--- config.mk ---
export PLATFORM = sky130hd
export DESIGN_NAME = dp_core
export DESIGN_NICKNAME = d
export VERILOG_FILES = /design/src/rtl/dp_pkg.sv /design/src/rtl/dp_regfile.sv /design/src/rtl/dp_srcmux.sv /design/src/rtl/dp_dstdec.sv /design/src/rtl/dp_alu.sv /design/src/rtl/dp_core.sv
export SDC_FILE = /design/constraint.sdc
export NUM_CORES = 1
export LEC_CHECK = 0
export ABC_AREA = 1
export BUFFER_PORTS_ARGS = -buffer_cell sky130_fd_sc_hd__buf_2
export CAP_MARGIN = 15
export CORE_MARGIN = 2
export CORE_UTILIZATION = 62
export CTS_CLUSTER_DIAMETER = 30
export DETAILED_ROUTE_END_ITERATION = 16
export PLACE_DENSITY = 0.82
export SYNTH_ARGS = -nofsm -noshare
export SYNTH_HDL_FRONTEND = slang
export SYNTH_SLANG_ARGS = --single-unit
--- constraint.sdc ---
create_clock -name clk -period 6.1 [get_ports clk]
set_input_delay 1.22 -clock clk [delete_from_list [all_inputs] [get_ports clk]]
set_output_delay 1.22 -clock clk [all_outputs]
set_load 0.01 [all_outputs]
--- src/rtl/dp_pkg.sv ---
package dp_pkg;
   localparam int SEL_W  = 3;
   localparam int OP_W   = 5;
   localparam int CTL_W  = 3 * SEL_W + OP_W;
   localparam int NREG   = (1 << SEL_W) - 1;

   typedef enum logic [OP_W-1:0] {
      OP_PASS = 5'd0,
      OP_INC  = 5'd1,
      OP_ADD  = 5'd2,
      OP_SUB  = 5'd3,
      OP_DEC  = 5'd4,
      OP_AND  = 5'd5,
      OP_OR   = 5'd6,
      OP_XOR  = 5'd7,
      OP_NOT  = 5'd8,
      OP_SHR  = 5'd9,
      OP_SHL  = 5'd10
   } alu_op_e;

   // field order is the decode contract with the sequencer
   typedef struct packed {
      logic [SEL_W-1:0] sel_a;
      logic [SEL_W-1:0] sel_b;
      logic [SEL_W-1:0] sel_dst;
      logic [OP_W-1:0]  op;
   } ctl_t;
endpackage

--- src/rtl/dp_regfile.sv ---
module dp_regfile #(
   parameter int DATA_W = 8,
   parameter int NREG   = 7
) (
   input  logic                         clk,
   input  logic                         rst_n,
   input  logic [NREG:1]                load_en,
   input  logic [DATA_W-1:0]            wr_data,
   output logic [NREG:1][DATA_W-1:0]    regs_q
);
   generate
      for (genvar g = 1; g <= NREG; g++) begin : g_reg
         always_ff @(posedge clk) begin
            if (!rst_n)
               regs_q[g] <= '0;
            else if (load_en[g])
               regs_q[g] <= wr_data;
         end
      end
   endgenerate
endmodule

--- src/rtl/dp_srcmux.sv ---
module dp_srcmux #(
   parameter int DATA_W = 8,
   parameter int SEL_W  = 3,
   localparam int NREG  = (1 << SEL_W) - 1
) (
   input  logic [SEL_W-1:0]            sel,
   input  logic [DATA_W-1:0]           ext_in,
   input  logic [NREG:1][DATA_W-1:0]   regs_q,
   output logic [DATA_W-1:0]           bus_out
);
   always_comb begin
      bus_out = ext_in;
      for (int i = 1; i <= NREG; i++) begin
         if (sel == SEL_W'(i))
            bus_out = regs_q[i];
      end
   end
endmodule

--- src/rtl/dp_dstdec.sv ---
module dp_dstdec #(
   parameter int SEL_W = 3,
   localparam int NREG = (1 << SEL_W) - 1
) (
   input  logic [SEL_W-1:0] sel,
   output logic [NREG:1]    load_en
);
   generate
      for (genvar g = 1; g <= NREG; g++) begin : g_line
         assign load_en[g] = (sel == SEL_W'(g));
      end
   endgenerate
endmodule

--- src/rtl/dp_alu.sv ---
module dp_alu
   import dp_pkg::*;
#(
   parameter int DATA_W = 8
) (
   input  logic [OP_W-1:0]   op,
   input  logic [DATA_W-1:0] a,
   input  logic [DATA_W-1:0] b,
   output logic [DATA_W-1:0] y
);
   localparam logic [DATA_W-1:0] ONE = DATA_W'(1);

   always_comb begin
      case (op)
         OP_INC:  y = a + ONE;
         OP_ADD:  y = a + b;
         OP_SUB:  y = a - b;
         OP_DEC:  y = a - ONE;
         OP_AND:  y = a & b;
         OP_OR:   y = a | b;
         OP_XOR:  y = a ^ b;
         OP_NOT:  y = ~a;
         OP_SHR:  y = {1'b0, a[DATA_W-1:1]};
         OP_SHL:  y = {a[DATA_W-2:0], 1'b0};
         default: y = a;
      endcase
   end
endmodule

--- src/rtl/dp_core.sv ---
module dp_core
   import dp_pkg::*;
#(
   parameter int DATA_W = 8
) (
   input  logic              clk,
   input  logic              rst_n,
   input  logic [CTL_W-1:0]  ctl_word,
   input  logic [DATA_W-1:0] ext_in,
   output logic [DATA_W-1:0] result
);
   generate
      if (DATA_W < 2) begin : g_bad_width
         $error("dp_core: DATA_W must be at least 2");
      end
      if (CTL_W != 14) begin : g_bad_ctl
         $error("dp_core: control word must be 14 bits");
      end
   endgenerate

   ctl_t                        ctl;
   logic [DATA_W-1:0]           s1_bus;
   logic [DATA_W-1:0]           s2_bus;
   logic [NREG:1]               load_en;
   logic [NREG:1][DATA_W-1:0]   regs_q;

   assign ctl = ctl_t'(ctl_word);

   dp_srcmux #(.DATA_W(DATA_W), .SEL_W(SEL_W)) u_mux_a (
      .sel(ctl.sel_a), .ext_in(ext_in), .regs_q(regs_q), .bus_out(s1_bus));

   dp_srcmux #(.DATA_W(DATA_W), .SEL_W(SEL_W)) u_mux_b (
      .sel(ctl.sel_b), .ext_in(ext_in), .regs_q(regs_q), .bus_out(s2_bus));

   dp_alu #(.DATA_W(DATA_W)) u_alu (
      .op(ctl.op), .a(s1_bus), .b(s2_bus), .y(result));

   dp_dstdec #(.SEL_W(SEL_W)) u_dec (
      .sel(ctl.sel_dst), .load_en(load_en));

   dp_regfile #(.DATA_W(DATA_W), .NREG(NREG)) u_rf (
      .clk(clk), .rst_n(rst_n), .load_en(load_en),
      .wr_data(result), .regs_q(regs_q));
endmodule

==> qor.yml <==
critPathRequiredTime_ns: 4.88
grt_pass1_vias: 4866
grt_pass1_wl_um: 24400
io_pins: 32
hold_path_depth: 2
ant_nets: 0
synth_edf_count: 0
synth_area_sq_um: 4590
cts-root-buf: "clkbuf_8"
ys.flop_type: "dfxtp_1"
start_util_pct: 63.6
vias: 5472
p_leak_nw: 2.62
netlist_instances: 725
h-tree-depth: 2
r2r_slack_ns: 2.34
viasPerCell: 6.08
max_cap_violations: 0
gp_congestion: 1.02
synth_fp_nets: 773
cp-end-kind: "output pin"
synth_area_leaders: "dfxtp_1 24%, nand2_1 11%, o21ai_0 8.7%, inv_1 8.3%, a21oi_1 7.6%"
grt_overflow: 0
peakVddDrop_mv: 0.171
period_minus_slack_ns: 5.91
p_seq_share_pct: 39.1
nets: 848
yosysTopAreaCell: "dfxtp_1"
p_clk_share_pct: 20.7
die_h_um: 90.0
core_area_sq_um: 7210
swShare_pct: 40.2
clk_pin_slew_worst_paths_ns: 0.11
rows: 31
combPwrFrac_pct: 40.2
final-max-slew-violation-count: 0
first_pass_iters: 6
cts_tree: "yes"
slew_headroom_pct: 39.0
cts_hold_buf: 0
drt_iter0_drc: 629
worstSetupStartpointType: "input pin"
yosys_warnings: 0
fmax_mhz: 169
syn_to_final_growth_pct: 20.4
synth_top_area_share_pct: 24.4
route.detailed.drc: 0
async_flop_share_pct: 0
finalPower_mw: 1.04
syn_area_per_cell_sq_um: 6.33
grt_usage_pct: 37.1
hold_viol_final: 0
cp.arrival_ns: 4.69
reg2regPathDepth: 35
numCtsBuffers: 5
cts_buffer_depth: 2
dieArea_sq_um: 8110
top_regs: "u_rf.regs_q (56)"
largest_reg_flops: 56
slowest_delay_ns: 0.33
clock-sinks: 56
dp_hpwl_um: 11800
drt-total-wl_um: 15700
synth_commonest_cells: "139 x nand2_1, 101 x inv_1, 80 x o21ai_0"
die_w_um: 90.0
worstMarginPinSlew_ns: 0.906
final.setup.tns_ns: 0
internal_power_uw: 623
insertedDiodeCount: 0
cp_slowest_cell: "nor3_4"
pwr_density_cell_nw_per_um2: 189
cp_max_fo: 8
numPortBuffers: 31
critical_path_class: "in2out"
min_path_type: "reg2reg"
final_layout_size_suffix_gt1_share_pct: 21.2
synthDistinctLibCells: 44
skew_ns: 0.00802
grt_max_degree: 56
period_share_pct: 96.8
routedWlPerCell_um: 17.5
clk-insertion-delay-late_ns: 0.31
antenna_found_initial: 0
p_switching_uw: 418
status: "completed"
largest-register: "u_rf.regs_q"
yosysMostFrequentCell: "nand2_1"
seq_area_frac_synth_pct: 24.4
setup_viol: 0
ys_ff_latch: 56
==> worst paths after layout <==
check,from,endpoint
setup reg to reg,u_rf.regs_q[1],u_rf.regs_q[39]
setup / recovery,ctl_word[10],result[7]
hold / removal,u_rf.regs_q[21],u_rf.regs_q[21]
hold reg to reg,u_rf.regs_q[21],u_rf.regs_q[21]
==> per-layer routing <==
metal  part of all wire [%]  track usage (%)
met1                     42             54.7
met2                     42             54.9
met3                     13             7.54
met4                    2.9             10.0
met5                      0                0
==> critical path: cells and delay by family <==
| kind | cells | cell delay [ns] |
|---|---|---|
| compound gates | 3 | 0.41 |
| buf+inv | 11 | 0.90 |
| fa+ha+maj | 2 | 0.33 |
| simple gates | 20 | 1.80 |
==> final cells by class <==
cell class              instances  area [sq um]
clock buffers                   5          68.8
clock inverters                 3          22.5
fillers                       592          1690
inverters                     109           429
multi-input cells             539          3110
flip-flops and latches         56          1120
well taps                      99           124
repair buffers                 89           649
==> timing repair <==
item / in CTS / in global routing
pin swaps: 1 / 21
endpoints found under the hold margin: 0 / 0
endpoints found under the setup margin: 2 / 5
gates resized for setup: 3 / 61
buffers inserted: 1 / 15
==> power groups by stage <==
stage               combinational, mW  clock, mW  sequential, mW
finish                          0.419      0.215           0.407
global route                    0.458      0.227           0.408
CTS                             0.368      0.214           0.405
detailed placement              0.364          0           0.413
global placement                0.356          0           0.412
floorplan                       0.236          0           0.403
==> kinds of logic (layout without fill, tap and decap cells) <==
kind of cell	after synthesis	after routing	synth area share, %
AOI/OAI and AO/OA	211	211	27.3
adders and majority gates	24	24	6.71
buffers and inverters	130	206	11.2
DFF	56	56	24.4
and+or+nand+nor	304	304	30.4
==> through the flow <==
step | instances | cell area (sq um) | setup WS [ns] | hold slack (ns) | utilization (%)
2_1_floorplan | 725 | 4590 | 0.329 | 0.505 | -
3_3_place_gp | 876 | 5080 | 0.0979 | 0.520 | 70.5
3_5_place_dp | 876 | 5080 | -0.0417 | 0.527 | 70.5
4_1_cts | 885 | 5190 | 0.0128 | 0.561 | 72.0
5_1_grt | 900 | 5520 | -0.0627 | 0.604 | 76.6
6_report | 900 | 5520 | 0.194 | 0.565 | 76.6
==> cells in the final DEF, fill, tap and decap left out, types with 4 or more instances in the layout <==
cell type,instances
o21a_1,7
nand2_1,134
inv_1,94
nor2_2,7
ha_1,20
nor3_1,12
buf_6,5
nand3_1,49
nand2_2,10
nand3_2,4
a21oi_1,67
o21ai_0,77
buf_4,53
o211ai_1,21
inv_2,11
dfxtp_1,56
clkbuf_8,5
nor2_1,55
nand4_1,7
nor3_4,6
a21oi_2,10
o21ai_1,5
or2_2,4
buf_2,28
No activity file was read; power rests on OpenSTA's default activity.
